[src/rtl/array_sig_pkg.sv]
package array_sig_pkg;

    localparam int SIG_W      = 32;
    localparam int PAGE_W     = 128;
    localparam int DW_W       = 64;
    localparam int CHK_W      = 8;
    localparam int ECC_W      = 2 * CHK_W;
    localparam int NUM_PASSES = 5;
    localparam int PASS_W     = $clog2(NUM_PASSES);
    localparam logic [SIG_W-1:0] UNLOCK_KEY = 32'hA5C3_0F96;

    typedef enum logic [1:0] {
        CFG_PASSWORD = 2'd0,
        CFG_SELECT   = 2'd1,
        CFG_CONTROL  = 2'd2,
        CFG_SEED     = 2'd3
    } cfg_sel_e;

    typedef enum logic [1:0] {
        ST_IDLE = 2'd0,
        ST_SCAN = 2'd1,
        ST_DONE = 2'd2
    } scan_state_e;

    typedef struct packed {
        logic             dbl_hi;
        logic             sgl_hi;
        logic             dbl_lo;
        logic             sgl_lo;
        logic [CHK_W-1:0] chk_hi;
        logic [CHK_W-1:0] chk_lo;
    } chk_word_t;

    typedef struct packed {
        logic dbl;
        logic sgl;
    } err_flags_t;

    // byte-fold parity: bit j covers every data bit whose index mod 8 is j
    function automatic logic [CHK_W-1:0] chk_fold(input logic [DW_W-1:0] d);
        logic [CHK_W-1:0] acc;
        acc = '0;
        for (int i = 0; i < DW_W / CHK_W; i++) begin
            acc = acc ^ d[i*CHK_W +: CHK_W];
        end
        return acc;
    endfunction

    function automatic err_flags_t chk_eval(input logic [DW_W-1:0] d,
                                            input logic [CHK_W-1:0] c);
        logic [CHK_W-1:0] syn;
        err_flags_t       f;
        syn   = chk_fold(d) ^ c;
        f.sgl = ^syn;
        f.dbl = (syn != '0) && !(^syn);
        return f;
    endfunction

    function automatic logic [SIG_W-1:0] misr_step(input logic [SIG_W-1:0] s,
                                                   input logic [SIG_W-1:0] w);
        return {s[SIG_W-2:0], s[31] ^ s[21] ^ s[1] ^ s[0]} ^ w;
    endfunction

endpackage

[src/rtl/array_sig_cfg.sv]
module array_sig_cfg
    import array_sig_pkg::*;
#(
    parameter int NUM_BLOCKS = 4
) (
    input  logic                  clk,
    input  logic                  rst,
    input  logic                  cfg_we,
    input  cfg_sel_e              cfg_sel,
    input  logic [SIG_W-1:0]      cfg_wdata,
    input  logic                  host_rd,
    input  logic                  busy,
    output logic                  test_mode,
    output logic                  en,
    output logic                  seq_mode,
    output logic [NUM_BLOCKS-1:0] sel_mask,
    output logic                  rw_err,
    output logic                  seed_we,
    output logic [SIG_W-1:0]      seed_val
);

    logic pw_write;
    logic pw_match;

    assign pw_write = cfg_we && (cfg_sel == CFG_PASSWORD);
    assign pw_match = (cfg_wdata == UNLOCK_KEY);
    assign seed_we  = cfg_we && (cfg_sel == CFG_SEED) && !busy;
    assign seed_val = cfg_wdata;

    always_ff @(posedge clk) begin
        if (rst) begin
            test_mode <= 1'b0;
            en        <= 1'b0;
            seq_mode  <= 1'b0;
            sel_mask  <= '0;
            rw_err    <= 1'b0;
        end else begin
            if (host_rd && test_mode) begin
                rw_err <= 1'b1;
            end
            if (cfg_we) begin
                unique case (cfg_sel)
                    CFG_PASSWORD: begin
                        if (pw_match) begin
                            test_mode <= 1'b1;
                            rw_err    <= 1'b0;
                        end else begin
                            test_mode <= 1'b0;
                            en        <= 1'b0;
                        end
                    end
                    CFG_SELECT: begin
                        if (!busy) begin
                            sel_mask <= cfg_wdata[NUM_BLOCKS-1:0];
                        end
                    end
                    CFG_CONTROL: begin
                        if (test_mode) begin
                            en       <= cfg_wdata[0];
                            seq_mode <= cfg_wdata[1];
                        end
                    end
                    default: ;
                endcase
            end
        end
    end

    // a control write outside test mode cannot raise enable
    p_ctrl_locked_r2: assert property (@(posedge clk) disable iff (rst)
        (cfg_we && cfg_sel == CFG_CONTROL && !test_mode && !en) |=> !en);

    // the read error flag only clears through a password write
    p_rwe_sticky_r9: assert property (@(posedge clk) disable iff (rst)
        (rw_err && !pw_write) |=> rw_err);

    // the select mask is frozen while a scan runs
    p_sel_frozen_r10: assert property (@(posedge clk) disable iff (rst)
        busy |=> $stable(sel_mask));

endmodule

[src/rtl/array_sig_seq.sv]
module array_sig_seq
    import array_sig_pkg::*;
#(
    parameter int NUM_BLOCKS      = 4,
    parameter int PAGES_PER_BLOCK = 8,
    localparam int BLK_W  = $clog2(NUM_BLOCKS),
    localparam int PG_W   = $clog2(PAGES_PER_BLOCK),
    localparam int ADDR_W = BLK_W + PG_W
) (
    input  logic                  clk,
    input  logic                  rst,
    input  logic                  en,
    input  logic                  seq_mode,
    input  logic [NUM_BLOCKS-1:0] active,
    output logic [ADDR_W-1:0]     arr_addr,
    output logic                  cap_en,
    output logic [PASS_W-1:0]     pass_idx,
    output logic                  busy,
    output logic                  done
);

    localparam logic [BLK_W-1:0]  BLK_LAST  = BLK_W'(NUM_BLOCKS - 1);
    localparam logic [PG_W-1:0]   PG_LAST   = PG_W'(PAGES_PER_BLOCK - 1);
    localparam logic [PASS_W-1:0] PASS_LAST = PASS_W'(NUM_PASSES - 1);

    scan_state_e       state_q;
    logic [PASS_W-1:0] pass_q;
    logic [BLK_W-1:0]  blk_q;
    logic [PG_W-1:0]   pg_q;
    logic [PG_W-1:0]   pg_rev;
    logic [PG_W-1:0]   pg_phys;
    logic              seq_q;
    logic              pg_end, blk_end, pass_end;

    for (genvar i = 0; i < PG_W; i++) begin : g_rev
        assign pg_rev[i] = pg_q[PG_W-1-i];
    end

    assign pg_phys  = seq_q ? pg_q : pg_rev;
    assign arr_addr = {blk_q, pg_phys};
    assign pg_end   = (pg_q == PG_LAST);
    assign blk_end  = (blk_q == BLK_LAST);
    assign pass_end = (pass_q == PASS_LAST);
    assign cap_en   = (state_q == ST_SCAN) && en && active[blk_q];
    assign pass_idx = pass_q;
    assign busy     = (state_q == ST_SCAN);
    assign done     = (state_q == ST_DONE);

    always_ff @(posedge clk) begin
        if (rst) begin
            state_q <= ST_IDLE;
            pass_q  <= '0;
            blk_q   <= '0;
            pg_q    <= '0;
            seq_q   <= 1'b0;
        end else begin
            unique case (state_q)
                ST_IDLE: begin
                    if (en) begin
                        state_q <= ST_SCAN;
                        pass_q  <= '0;
                        blk_q   <= '0;
                        pg_q    <= '0;
                        seq_q   <= seq_mode;
                    end
                end
                ST_SCAN: begin
                    if (!en) begin
                        state_q <= ST_IDLE;
                    end else if (pg_end) begin
                        pg_q <= '0;
                        if (blk_end) begin
                            blk_q <= '0;
                            if (pass_end) begin
                                state_q <= ST_DONE;
                            end else begin
                                pass_q <= pass_q + 1'b1;
                            end
                        end else begin
                            blk_q <= blk_q + 1'b1;
                        end
                    end else begin
                        pg_q <= pg_q + 1'b1;
                    end
                end
                ST_DONE: begin
                    if (!en) begin
                        state_q <= ST_IDLE;
                    end
                end
                default: state_q <= ST_IDLE;
            endcase
        end
    end

    // ascending mode steps the page field by one within a block
    p_addr_step_r7: assert property (@(posedge clk) disable iff (rst)
        (state_q == ST_SCAN && en && seq_q && !pg_end)
        |=> arr_addr[PG_W-1:0] == PG_W'($past(arr_addr[PG_W-1:0]) + 1'b1));

    // the pass counter never exceeds the fifth pass
    p_pass_bound_r4: assert property (@(posedge clk) disable iff (rst)
        (state_q != ST_IDLE) |-> (pass_q <= PASS_LAST));

    // done holds while enable stays set
    p_done_hold_r8: assert property (@(posedge clk) disable iff (rst)
        (done && en) |=> done);

    // clearing enable releases done and busy
    p_done_release_r8: assert property (@(posedge clk) disable iff (rst)
        (!en && (done || busy)) |=> (!done && !busy));

endmodule

[src/rtl/array_sig_misr.sv]
module array_sig_misr
    import array_sig_pkg::*;
(
    input  logic              clk,
    input  logic              rst,
    input  logic              seed_we,
    input  logic [SIG_W-1:0]  seed_val,
    input  logic              cap_en,
    input  logic [PASS_W-1:0] pass_idx,
    input  logic [PAGE_W-1:0] page_data,
    input  logic [ECC_W-1:0]  page_ecc,
    output logic [SIG_W-1:0]  sig
);

    err_flags_t       flg_lo, flg_hi;
    chk_word_t        chk_word;
    logic [SIG_W-1:0] cap_word;

    always_comb begin
        flg_lo          = chk_eval(page_data[DW_W-1:0], page_ecc[CHK_W-1:0]);
        flg_hi          = chk_eval(page_data[PAGE_W-1:DW_W], page_ecc[ECC_W-1:CHK_W]);
        chk_word.chk_lo = page_ecc[CHK_W-1:0];
        chk_word.chk_hi = page_ecc[ECC_W-1:CHK_W];
        chk_word.sgl_lo = flg_lo.sgl;
        chk_word.dbl_lo = flg_lo.dbl;
        chk_word.sgl_hi = flg_hi.sgl;
        chk_word.dbl_hi = flg_hi.dbl;
        unique case (pass_idx)
            PASS_W'(0): cap_word = page_data[31:0];
            PASS_W'(1): cap_word = page_data[63:32];
            PASS_W'(2): cap_word = page_data[95:64];
            PASS_W'(3): cap_word = page_data[127:96];
            default:    cap_word = SIG_W'(chk_word);
        endcase
    end

    always_ff @(posedge clk) begin
        if (rst) begin
            sig <= '0;
        end else if (seed_we) begin
            sig <= seed_val;
        end else if (cap_en) begin
            sig <= misr_step(sig, cap_word);
        end
    end

    // without a capture or seed the signature holds
    p_sig_hold_r6: assert property (@(posedge clk) disable iff (rst)
        (!cap_en && !seed_we) |=> $stable(sig));

endmodule

[src/rtl/array_sig_engine.sv]
module array_sig_engine
    import array_sig_pkg::*;
#(
    parameter int NUM_BLOCKS      = 4,
    parameter int PAGES_PER_BLOCK = 8,
    localparam int BLK_W  = $clog2(NUM_BLOCKS),
    localparam int PG_W   = $clog2(PAGES_PER_BLOCK),
    localparam int ADDR_W = BLK_W + PG_W
) (
    input  logic                  clk,
    input  logic                  rst,
    input  logic                  cfg_we,
    input  logic [1:0]            cfg_sel,
    input  logic [31:0]           cfg_wdata,
    input  logic                  host_rd,
    input  logic [NUM_BLOCKS-1:0] lock_mask,
    output logic [ADDR_W-1:0]     arr_addr,
    output logic                  arr_rd,
    input  logic [127:0]          arr_data,
    input  logic [15:0]           arr_ecc,
    output logic                  test_mode,
    output logic                  scan_busy,
    output logic                  scan_done,
    output logic                  rw_err,
    output logic [31:0]           signature
);

    logic                  en, seq_mode, seed_we, cap_en;
    logic [NUM_BLOCKS-1:0] sel_mask, active;
    logic [SIG_W-1:0]      seed_val;
    logic [PASS_W-1:0]     pass_idx;

    assign active = sel_mask & ~lock_mask;
    assign arr_rd = cap_en;

    array_sig_cfg #(.NUM_BLOCKS(NUM_BLOCKS)) u_cfg (
        .clk       (clk),
        .rst       (rst),
        .cfg_we    (cfg_we),
        .cfg_sel   (cfg_sel_e'(cfg_sel)),
        .cfg_wdata (cfg_wdata),
        .host_rd   (host_rd),
        .busy      (scan_busy),
        .test_mode (test_mode),
        .en        (en),
        .seq_mode  (seq_mode),
        .sel_mask  (sel_mask),
        .rw_err    (rw_err),
        .seed_we   (seed_we),
        .seed_val  (seed_val)
    );

    array_sig_seq #(
        .NUM_BLOCKS      (NUM_BLOCKS),
        .PAGES_PER_BLOCK (PAGES_PER_BLOCK)
    ) u_seq (
        .clk      (clk),
        .rst      (rst),
        .en       (en),
        .seq_mode (seq_mode),
        .active   (active),
        .arr_addr (arr_addr),
        .cap_en   (cap_en),
        .pass_idx (pass_idx),
        .busy     (scan_busy),
        .done     (scan_done)
    );

    array_sig_misr u_misr (
        .clk       (clk),
        .rst       (rst),
        .seed_we   (seed_we),
        .seed_val  (seed_val),
        .cap_en    (cap_en),
        .pass_idx  (pass_idx),
        .page_data (arr_data),
        .page_ecc  (arr_ecc),
        .sig       (signature)
    );

    // the array is only read while test mode is unlocked
    p_rd_in_test_r6: assert property (@(posedge clk) disable iff (rst)
        arr_rd |-> test_mode);

    // a seed load never lands on a capture cycle
    p_seed_vs_cap_r10: assert property (@(posedge clk) disable iff (rst)
        seed_we |-> !cap_en);

    // outside test mode a host read leaves the error flag low
    p_rwe_off_r9: assert property (@(posedge clk) disable iff (rst)
        (!test_mode && !rw_err) |=> !rw_err);

endmodule

[config.mk]
export PLATFORM = sky130hd
export DESIGN_NAME = array_sig_engine
export DESIGN_NICKNAME = d
export VERILOG_FILES = /design/src/rtl/array_sig_pkg.sv /design/src/rtl/array_sig_cfg.sv /design/src/rtl/array_sig_seq.sv /design/src/rtl/array_sig_misr.sv /design/src/rtl/array_sig_engine.sv
export SDC_FILE = /design/constraint.sdc
export NUM_CORES = 1
export LEC_CHECK = 0
export BUFFER_PORTS_ARGS = -buffer_cell sky130_fd_sc_hd__buf_2
export CAP_MARGIN = 20
export CORE_MARGIN = 10
export CORE_UTILIZATION = 51
export CTS_CLUSTER_SIZE = 16
export DETAILED_ROUTE_END_ITERATION = 12
export GPL_TIMING_DRIVEN = 0
export HOLD_SLACK_MARGIN = 0.08
export PLACE_DENSITY_LB_ADDON = 0.25
export SLEW_MARGIN = 0
export SYNTH_ARGS = -nofsm -noshare
export SYNTH_HDL_FRONTEND = slang
export SYNTH_SLANG_ARGS = --single-unit
export TNS_END_PERCENT = 20
[constraint.sdc]
create_clock -name clk -period 6.4 [get_ports clk]
set_input_delay 1.6 -clock clk [delete_from_list [all_inputs] [get_ports clk]]
set_output_delay 1.6 -clock clk [all_outputs]
set_load 0.02 [all_outputs]
==> results of run 1 <==
## state kept, by name, summed over array words and instances, names as in the netlist
| register | cells |
|---|---|
| u_misr.sig | 32 |
| u_cfg.sel_mask | 4 |
| u_seq.pass_idx | 3 |
| u_seq.pg_q | 3 |
| u_seq.blk_q | 2 |
| u_seq.state_q | 2 |
| u_cfg.en | 1 |
| u_cfg.rw_err | 1 |
| u_cfg.seq_mode | 1 |
| u_cfg.test_mode | 1 |
| u_seq.seq_q | 1 |
## area by class of cell
cell class	instances	share of cell area, %
diodes	2	0.08197
plain buffers	36	2.746
clock buffers	6	1.352
clock inverters	2	0.6352
inverters	6	0.3689
multi-input cells	453	57.30
flip-flops and latches	51	16.72
well taps	111	2.275
repair buffers	226	18.52
## worst min-delay path: stages, from the launching register on
cell     delay (ns)
dfxtp_1        0.34
nand2_1        0.06
a21oi_1        0.05
## worst paths after layout
check                          from        endpoint  slack, ns  cells past startpoint
hold / removal       u_cfg.seq_mode     u_seq.seq_q       0.49                      2
setup reg to reg  u_seq.pass_idx[2]  u_misr.sig[26]       3.56                     11
hold reg to reg      u_cfg.seq_mode     u_seq.seq_q       0.49                      2
setup / recovery       lock_mask[3]          arr_rd       2.22                      5
## logic make-up (layout without fill, tap and decap cells)
logic type	after synthesis	after routing	share of synthesized area [%]
simple gates	121	121	12.54
mux	27	27	6.057
other cells	0	2	0
compound gates	120	120	20.01
flops	51	51	21.68
fa+ha+maj	16	16	4.251
xor+xnor	169	169	31.43
buf+inv	42	276	4.038
## per-stage QoR
step                      setup slack [ns]  hold slack [ns]
after CTS                            2.222           0.4801
final                                2.219           0.4851
after global routing                 2.197           0.5080
after detailed placement             2.222           0.4611
after global placement               2.246           0.4562
after floorplan                      2.494           0.4313
## routing by layer
layer	vias to the layer above	track usage, %	wire length [um]
li1	2468	-	-
met1	2551	35.98	8264
met2	319	50.21	9750
met3	44	6.728	2123
met4	0	9.258	630
met5	-	0	0
## power groups by stage
stage / clock network, mW / logic (mW) / registers [mW]
after global placement: 0 / 0.511 / 0.340
after global routing: 0.259 / 0.564 / 0.334
after CTS: 0.247 / 0.522 / 0.333
after floorplan: 0 / 0.341 / 0.347
final: 0.248 / 0.528 / 0.333
after detailed placement: 0 / 0.517 / 0.340
## layout by cell type, fill, tap and decap left out, types with 17 or more instances in the layout
| cell type | synthesis | routed |
|---|---|---|
| clkbuf_1 | 25 | 25 |
| buf_2 | 5 | 231 |
| a222oi_1 | 31 | 31 |
| dfxtp_1 | 51 | 51 |
| nor2_1 | 45 | 45 |
| nand2_1 | 30 | 30 |
| xnor2_1 | 136 | 136 |
| o22ai_1 | 17 | 17 |
| xor2_1 | 33 | 33 |
| mux2i_1 | 24 | 24 |
==> load_flow_metrics.sql, run 1 <==
INSERT INTO impl_metrics (metric_group, metric, value, unit) VALUES
('outcome', 'run_status', 'completed', ''),
('synthesis', 'postSynthCellCount', '546', ''),
('clock_network', 'cts_htree_levels', '2', ''),
('drt', 'total_drc_errors_in_the_routed_layout', '0', ''),
('clock_network', 'clk-insertion-delay-late', '0.32', 'ns'),
('clock_network', 'post-cts-setup-buffers', '0', ''),
('synthesis', 'netlist_top_cells_count', 'xnor2_1 (136), dfxtp_1 (51), nor2_1 (45)', ''),
('place', 'placed_cells_incl_taps', '883', ''),
('critical_path', 'worst-path-buf-inv', '2', ''),
('grt', 'grt_overflow', '0', ''),
('synthesis', 'synth_enable_flop_cells', '0', ''),
('drt', 'drtPass1Iterations', '6', ''),
('synthesis', 'asyncSetResetFlopFracSynth', '0', '%'),
('synthesis', 'synth_flop_cell', 'dfxtp_1', ''),
('min_path', 'hold_path.class', 'reg -> reg', ''),
('grt', 'first_pass_grt_wire_length', '30980', 'um'),
('timing', 'fmax', '0.2392', 'GHz'),
('grt', 'antenna_found_initial', '2', ''),
('synthesis', 'synth_nets', '748', ''),
('timing', 'timing_hold_violations_final', '0', ''),
('timing', 'report.final.setup_viol', '0', ''),
('floorplanning', 'initial_core_util', '51.70', '%'),
('power_and_ir_drop', 'totalPowerFinal', '1.109', 'mW'),
('critical_path', 'worst-endpoint-required', '4.80', 'ns'),
('floorplanning', 'die_height', '116.1', 'um'),
('finish', 'stdcell_count', '893', ''),
('floorplanning', 'design.core.area', '0.009109', 'mm2'),
('floorplanning', 'die_w', '116.1', 'um'),
('grt', 'global_route.usage.total', '29.47', '%'),
('synthesis', 'post-synth-top-area-fraction', '25.29', '%'),
('timing', 'tns', '0', 'ns'),
('critical_path', 'slowest_delay', '0.50', 'ns'),
('finish', 'filler_cell_count', '847', ''),
('drt', 'detail_route.iter0.violations', '821', ''),
('clock_network', 'cts-resized-gates', '0', ''),
('finish', 'final-seq-area', '0.001021', 'mm2'),
('drt', 'postRouteWirelength', '20770', 'um'),
('clock_network', 'path_clk_slew', '0.10', 'ns'),
('timing', 'fin_worst_skew', '0.01453', 'ns'),
('drt', 'wl_per_cell', '23.26', 'um'),
('timing', 'worstMarginPinSlew', '0.7334', 'ns'),
('place', 'port_buffers', '226', ''),
('timing', 'maxSlewViolCount', '0', ''),
('critical_path', 'path_cells', 'buf_2, nor2b_1, mux4_2, and2_4, buf_2', ''),
('finish', 'utilization', '67.03', '%'),
('job', 'timing.max_cap.violations', '0', ''),
('floorplanning', 'fp-row-count', '35', ''),
('place', 'gp_congestion', '0.9649', ''),
('critical_path', 'setup.worst_path.end_class', 'output port', ''),
('critical_path', 'largest_fanout_of_any_net_on_the_critical_path', '5', ''),
('critical_path', 'timing.critical_path.from_type', 'primary input', ''),
('power_and_ir_drop', 'p_sw', '0.3955', 'mW'),
('drt', 'antenna_violating_nets_post_route', '0', ''),
('timing', 'period_share', '65.33', '%'),
('clock_network', 'cts_tree', 'yes', ''),
('finish', 'layout_cells_sized_above_1', '32.44', '%'),
('synthesis', 'seq_area_frac_synth', '21.68', '%'),
('power_and_ir_drop', 'power.share.switching', '35.66', '%'),
('power_and_ir_drop', 'cellInternalPower', '0.7135', 'mW'),
('power_and_ir_drop', 'fraction_of_power_consumed_by_the_clock_network', '22.3', '%'),
('drt', 'vias', '5382', ''),
('timing', 'normalized_max_slew_margin', '50.73', '%'),
('place', 'detailed_place.area', '0.005979', 'mm2'),
('floorplanning', 'dieArea', '0.01348', 'mm2'),
('synthesis', 'synth.yosys.warnings', '0', ''),
('timing', 'final.min_clock_period', '4.181', 'ns'),
('clock_network', 'ctsRootBufferMaster', 'clkbuf_8', ''),
('synthesis', 'synth_seq_cells', '51', ''),
('grt', 'pin_count_of_the_biggest_net_entering_global_routing', '17', ''),
('power_and_ir_drop', 'power.leakage', '2.601', 'nW'),
('finish', 'area_delta_synth_final', '29.65', '%');
Power figures use the tool's default switching activity.
==> inputs of run 2 (changes only) <==
--- a/config.mk
+++ b/config.mk
@@ -8,7 +8,7 @@
 export BUFFER_PORTS_ARGS = -buffer_cell sky130_fd_sc_hd__buf_2
 export CAP_MARGIN = 20
 export CORE_MARGIN = 10
-export CORE_UTILIZATION = 51
+export CORE_UTILIZATION = 43
 export CTS_CLUSTER_SIZE = 16
 export DETAILED_ROUTE_END_ITERATION = 12
 export GPL_TIMING_DRIVEN = 0
==> constraint.sdc (replaced) <==
create_clock -name clk -period 3.6 [get_ports clk]
set_input_delay 0.9 -clock clk [delete_from_list [all_inputs] [get_ports clk]]
set_output_delay 0.9 -clock clk [all_outputs]
set_load 0.02 [all_outputs]
==> load_flow_metrics.sql, run 2 (synthesis results as in run 1) <==
INSERT INTO impl_metrics (metric_group, metric, value, unit) VALUES
('floorplanning', 'die_w', '124.7', 'um'),
('min_path', 'hold_path.class', 'reg -> reg', ''),
('grt', 'use_met1', '31.72', '%'),
('clock_network', 'clock_sinks', '51', ''),
('grt', 'grt_pass1_vias', '5552', ''),
('timing', 'timing_hold_violations_final', '0', ''),
('grt', 'pin_count_of_the_biggest_net_entering_global_routing', '19', ''),
('grt', 'globalRouteMet3Util', '6.426', '%'),
('power_and_ir_drop', 'power.leakage', '2.585', 'nW'),
('power_and_ir_drop', 'seq_power_share', '30.9', '%'),
('critical_path', 'setup.worst_path.end_class', 'register', ''),
('clock_network', 'cts_htree_levels', '2', ''),
('clock_network', 'cts_hold_buffers', '0', ''),
('floorplanning', 'design.core.area', '0.01079', 'mm2'),
('floorplanning', 'initial_core_util', '43.64', '%'),
('timing', 'period_share', '82.16', '%'),
('floorplanning', 'fp-row-count', '38', ''),
('finish', 'area_delta_synth_final', '29.84', '%'),
('finish', 'largestRegisters', 'u_misr.sig (32), u_cfg.sel_mask (4)', ''),
('clock_network', 'cts-resized-gates', '0', ''),
('clock_network', 'path_clk_slew', '0.11', 'ns'),
('place', 'port_buffers', '226', ''),
('floorplanning', 'die_height', '124.7', 'um'),
('grt', 'first_pass_grt_wire_length', '32030', 'um'),
('drt', 'vias', '5281', ''),
('timing', 'tns', '0', 'ns'),
('drt', 'post_drt_via_cell_ratio', '5.734', ''),
('finish', 'area_occupied_by_multi_input_gates', '0.003498', 'mm2'),
('drt', 'antenna_violating_nets_post_route', '0', ''),
('drt', 'postRouteWirelength', '21010', 'um'),
('critical_path', 'largest_fanout_of_any_net_on_the_critical_path', '10', ''),
('finish', 'largest_register', 'u_misr.sig', ''),
('clock_network', 'ctsRootBufferMaster', 'clkbuf_8', ''),
('finish', 'utilization', '56.65', '%'),
('power_and_ir_drop', 'p_comb_share', '50.1', '%'),
('timing', 'fmax', '0.3381', 'GHz'),
('finish', 'final-seq-area', '0.001021', 'mm2'),
('grt', 'global_route.usage.total', '25.39', '%'),
('power_and_ir_drop', 'fraction_of_power_consumed_by_the_clock_network', '19.0', '%'),
('finish', 'layout_cells_sized_above_1', '32.44', '%'),
('place', 'dpl.hpwl', '17800', 'um'),
('power_and_ir_drop', 'cellInternalPower', '1.180', 'mW'),
('timing', 'normalized_max_slew_margin', '47.69', '%'),
('floorplanning', 'dieArea', '0.01554', 'mm2'),
('place', 'placed_cells_incl_taps', '912', ''),
('clock_network', 'clk-insertion-delay-late', '0.32', 'ns'),
('finish', 'top_library_cells_by_usage_in_the_layout_fill_and_taps_aside', 'buf_2 (231), xnor2_1 (136), dfxtp_1 (51)', ''),
('finish', 'filler_cell_count', '1033', ''),
('floorplanning', 'pin_count', '228', ''),
('power_and_ir_drop', 'max-vdd-ir-drop', '0.1843', 'mV'),
('power_and_ir_drop', 'p_sw', '0.7368', 'mW'),
('grt', 'busiest_layer', 'met2', ''),
('drt', 'total_drc_errors_in_the_routed_layout', '0', ''),
('finish', 'largest_register_ff_count', '32', ''),
('critical_path', 'timing.critical_path.from_type', 'register', ''),
('timing', 'fin_worst_skew', '0.01677', 'ns'),
('power_and_ir_drop', 'power.share.switching', '38.43', '%'),
('finish', 'nets', '981', ''),
('timing', 'maxSlewViolCount', '0', ''),
('power_and_ir_drop', 'cellPowerDensity', '313.5', 'mW/mm2'),
('timing', 'grt_setup_unrepaired', 'no', ''),
('drt', 'drtPass1Iterations', '6', ''),
('place', 'preCtsSetupSlack', '0.4432', 'ns'),
('drt', 'detail_route.iter0.violations', '691', ''),
('timing', 'report.final.setup_viol', '0', ''),
('clock_network', 'tritoncts.num_buffers', '5', ''),
('clock_network', 'clock_path_buffers', '2', ''),
('timing', 'timing.final.ws_setup', '0.6424', 'ns'),
('critical_path', 'critical_path_arrival', '3.16', 'ns'),
('outcome', 'run_status', 'completed', ''),
('place', 'gp_congestion', '0.9551', ''),
('clock_network', 'cts_tree', 'yes', ''),
('grt', 'grt_overflow', '0', ''),
('finish', 'layout.cells.most_common', 'buf_2', ''),
('job', 'timing.max_cap.violations', '0', ''),
('timing', 'final.min_clock_period', '2.958', 'ns'),
('critical_path', 'worst-endpoint-required', '3.80', 'ns'),
('finish', 'stdcell_count', '921', ''),
('timing', 'worstMarginPinSlew', '0.7787', 'ns'),
('critical_path', 'worstSetupPathType', 'reg -> reg', ''),
('grt', 'antenna_found_initial', '1', ''),
('clock_network', 'post-cts-setup-buffers', '0', ''),
('drt', 'wl_per_cell', '22.82', 'um'),
('grt', 'grt_util_met2', '42.00', '%');
-- run 2: cell type report --
type	count	share of cell area [%]
buffer	36	2.742
timing repair buffer	226	18.50
inverter	6	0.3683
tap	140	2.865
clock inverter	3	0.4502
sequential	51	16.70
antenna	1	0.04092
clock buffer	5	1.125
multi-input combinational	453	57.21
-- run 2: metal layers --
| layer | wire length, um | vias to the layer above |
|---|---|---|
| li1 | - | 2462 |
| met1 | 8809 | 2486 |
| met2 | 9851 | 296 |
| met3 | 1862 | 37 |
| met4 | 490 | 0 |
| met5 | 0 | - |
-- run 2: final timing paths --
check                    start              to  slack (ns)  cells after the start
max          u_seq.pass_idx[2]  u_misr.sig[17]        0.64                     12
min             u_cfg.seq_mode     u_seq.seq_q        0.48                      2
max reg2reg  u_seq.pass_idx[2]  u_misr.sig[17]        0.64                     12
min reg2reg     u_cfg.seq_mode     u_seq.seq_q        0.48                      2
-- run 2: critical path, cell delays in order, from the launching register on --
cell      delay, ns
dfxtp_1        0.33
clkbuf_1       0.32
clkbuf_1       0.52
inv_1          0.10
ha_1           0.21
clkbuf_1       0.17
inv_1          0.10
o21a_1         0.11
buf_2          0.20
buf_2          0.31
a31oi_1        0.20
xor2_1         0.19
o22ai_1        0.09
-- run 2: metrics by stage --
step	hold slack [ns]	area [um2]	power [mW]
finish	0.4797	6115	1.917
CTS	0.4808	6112	1.905
global placement	0.4551	6016	1.524
detailed placement	0.4653	6016	1.542
floorplan	0.4313	4710	1.223
global route	0.4941	6112	2.015
-- run 2: power groups by stage --
stage          sequential, mW  combinational, mW  clock (mW)
2_1_floorplan           0.618              0.606           0
3_3_place_gp            0.605              0.920           0
3_5_place_dp            0.605              0.937           0
4_1_cts                 0.592              0.944       0.369
5_1_grt                 0.594               1.03       0.394
6_report                0.592              0.960       0.364
==> inputs of run 3 (changes only) <==
--- a/config.mk
+++ b/config.mk
@@ -8,7 +8,7 @@
 export BUFFER_PORTS_ARGS = -buffer_cell sky130_fd_sc_hd__buf_2
 export CAP_MARGIN = 20
 export CORE_MARGIN = 10
-export CORE_UTILIZATION = 43
+export CORE_UTILIZATION = 48
 export CTS_CLUSTER_SIZE = 16
 export DETAILED_ROUTE_END_ITERATION = 12
 export GPL_TIMING_DRIVEN = 0
==> constraint.sdc (replaced) <==
create_clock -name clk -period 2.8 [get_ports clk]
set_input_delay 0.7 -clock clk [delete_from_list [all_inputs] [get_ports clk]]
set_output_delay 0.7 -clock clk [all_outputs]
set_load 0.02 [all_outputs]
==> load_flow_metrics.sql, run 3 (synthesis results as in run 1) <==
INSERT INTO impl_metrics (metric_group, metric, value, unit) VALUES
('outcome', 'run_status', 'completed', ''),
('critical_path', 'slowest_delay', '0.49', 'ns'),
('timing', 'report.final.setup_viol', '0', ''),
('critical_path', 'largest_fanout_of_any_net_on_the_critical_path', '10', ''),
('critical_path', 'worstSetupPathType', 'reg -> reg', ''),
('power_and_ir_drop', 'max-vdd-ir-drop', '0.3346', 'mV'),
('job', 'timing.max_cap.violations', '0', ''),
('grt', 'antenna_found_initial', '0', ''),
('timing', 'final.min_clock_period', '2.673', 'ns'),
('floorplanning', 'dieArea', '0.01417', 'mm2'),
('finish', 'area_delta_synth_final', '30.02', '%'),
('critical_path', 'cpMaxStageDelayCell', 'a221oi_1', ''),
('timing', 'maxSlewViolCount', '0', ''),
('floorplanning', 'fp-row-count', '36', ''),
('grt', 'first_pass_grt_wire_length', '31400', 'um'),
('floorplanning', 'initial_core_util', '48.63', '%'),
('power_and_ir_drop', 'cellPowerDensity', '400.1', 'mW/mm2'),
('min_path', 'hold_path.class', 'reg -> reg', ''),
('drt', 'detail_route.iter0.violations', '729', ''),
('critical_path', 'timing.critical_path.max_delay_family', 'compound AO/OA/AOI/OAI gates', ''),
('floorplanning', 'design.core.area', '0.009684', 'mm2'),
('timing', 'hold_slack', '0.4712', 'ns'),
('clock_network', 'cts_hold_buffers', '0', ''),
('finish', 'top_library_cells_by_usage_in_the_layout_fill_and_taps_aside', 'buf_2 (231), xnor2_1 (135), dfxtp_1 (51)', ''),
('place', 'gp_congestion', '0.9333', ''),
('clock_network', 'path_clk_slew', '0.10', 'ns'),
('finish', 'layout_cells_sized_above_1', '32.99', '%'),
('critical_path', 'timing.critical_path.from_type', 'register', ''),
('drt', 'vias', '5357', ''),
('power_and_ir_drop', 'totalPowerFinal', '2.450', 'mW'),
('floorplanning', 'pin_count', '228', ''),
('critical_path', 'path_cells', 'inv_1, ha_1, clkbuf_1, clkbuf_1, a222oi_1, nor2_1, a221oi_1, xor2_1, o22ai_1', ''),
('place', 'dpl.hpwl', '17760', 'um'),
('timing', 'timing.final.ws_setup', '0.1272', 'ns'),
('clock_network', 'cts_htree_levels', '2', ''),
('timing', 'fmax', '0.3741', 'GHz'),
('grt', 'global_route.usage.total', '27.42', '%'),
('timing', 'timing_hold_violations_final', '0', ''),
('timing', 'grt_setup_unrepaired', 'no', ''),
('timing', 'normalized_max_slew_margin', '45.07', '%'),
('finish', 'largest_register_ff_count', '32', ''),
('timing', 'period_share', '95.46', '%'),
('finish', 'insertedDiodeCount', '0', ''),
('finish', 'largest_register', 'u_misr.sig', ''),
('clock_network', 'cts_tree', 'yes', ''),
('drt', 'antenna_violating_nets_post_route', '0', ''),
('place', 'preCtsSetupSlack', '-0.1638', 'ns'),
('critical_path', 'critical_path_arrival', '2.86', 'ns'),
('critical_path', 'timing.critical_path.mode_cell', 'clkbuf_1', ''),
('critical_path', 'setup.worst_path.end_class', 'register', ''),
('clock_network', 'clk-insertion-delay-late', '0.31', 'ns'),
('drt', 'postRouteWirelength', '20870', 'um'),
('clock_network', 'clock_sinks', '51', ''),
('grt', 'pin_count_of_the_biggest_net_entering_global_routing', '17', ''),
('grt', 'grt_pass1_vias', '5510', ''),
('critical_path', 'worst-endpoint-required', '2.99', 'ns'),
('floorplanning', 'die_height', '119.1', 'um'),
('finish', 'layout.cells.most_common', 'buf_2', ''),
('clock_network', 'post-cts-setup-buffers', '0', ''),
('timing', 'fin_worst_skew', '0.01345', 'ns'),
('power_and_ir_drop', 'power.leakage', '2.601', 'nW'),
('clock_network', 'ctsRootBufferMaster', 'clkbuf_8', ''),
('drt', 'wl_per_cell', '22.88', 'um'),
('timing', 'worstMarginPinSlew', '0.8176', 'ns'),
('finish', 'largestRegisters', 'u_misr.sig (32), u_cfg.sel_mask (4)', ''),
('critical_path', 'worst-path-buf-inv', '3', ''),
('drt', 'post_drt_via_cell_ratio', '5.874', ''),
('drt', 'total_drc_errors_in_the_routed_layout', '0', ''),
('floorplanning', 'die_w', '119.1', 'um'),
('drt', 'drtPass1Iterations', '8', ''),
('grt', 'grt_overflow', '0', ''),
('place', 'port_buffers', '226', ''),
('clock_network', 'tritoncts.num_buffers', '5', ''),
('finish', 'nets', '980', ''),
('clock_network', 'clock_path_buffers', '2', '');
run 3: changes by cell type in the layout (fill, tap and decap cells not counted):
| cell | before | now |
|---|---|---|
| a221oi_2 | 0 | 2 |
| xnor2_1 | 136 | 135 |
| a221oi_1 | 15 | 13 |
| clkbuf_1 | 25 | 23 |
| xnor2_2 | 0 | 1 |
| clkbuf_8 | 5 | 6 |
| clkbuf_2 | 0 | 1 |
| diode_2 | 1 | 0 |
| inv_8 | 1 | 0 |
run 3: worst paths after layout:
kind | slack, ns | to | cells after the start | from
min | 0.47 | u_seq.seq_q | 2 | u_cfg.seq_mode
max | 0.13 | u_misr.sig[2] | 9 | u_seq.pass_idx[0]
max reg2reg | 0.13 | u_misr.sig[2] | 9 | u_seq.pass_idx[0]
min reg2reg | 0.47 | u_seq.seq_q | 2 | u_cfg.seq_mode
run 3: cell type report:
type / instances / area [um2]
inverter: 6 / 22.52
clock inverter: 2 / 16.27
clock buffer: 6 / 82.58
multi-input combinational: 453 / 3518
tap: 133 / 166.4
buffer: 35 / 165.2
timing repair buffer: 226 / 1131
fill: 865 / 3561
sequential: 51 / 1021
run 3: metal layers:
metal  global-route usage, %  vias up  part of all wire (%)
met3                   5.338       44                   8.6
met1                   35.30     2538                    42
met4                   9.237        0                   3.3
met5                       0        -                     0
met2                   44.74      308                    46
li1                        -     2467                     -
run 3: repair_timing:
action	in CTS	in global routing
pin swaps	0	2
endpoints found under the setup margin	1	29
resized for setup	0	5
run 3: power breakdown:
part           total, mW  internal, mW  switching (mW)
clock network      0.468         0.203           0.266
logic               1.22         0.593           0.628
registers          0.761         0.743          0.0174
run 3: worst reg2reg max path, cell delays in order (launching register included):
cell and delay [ns]:
dfxtp_1 0.41, inv_1 0.09, ha_1 0.19, clkbuf_1 0.19, clkbuf_1 0.31, a222oi_1 0.47, nor2_1 0.08, a221oi_1 0.49
xor2_1 0.24, o22ai_1 0.10
run 3: stage by stage:
stage | cells | TNS [ns] | area [um2] | utilization, %
after detailed placement | 905 | -0.3640 | 6007 | 62.03
after global routing | 912 | 0 | 6123 | 63.23
after global placement | 905 | -0.3200 | 6007 | 62.03
final | 912 | 0 | 6123 | 63.23
after CTS | 913 | -0.0009168 | 6106 | 63.05
after floorplan | 546 | 0 | 4710 | -
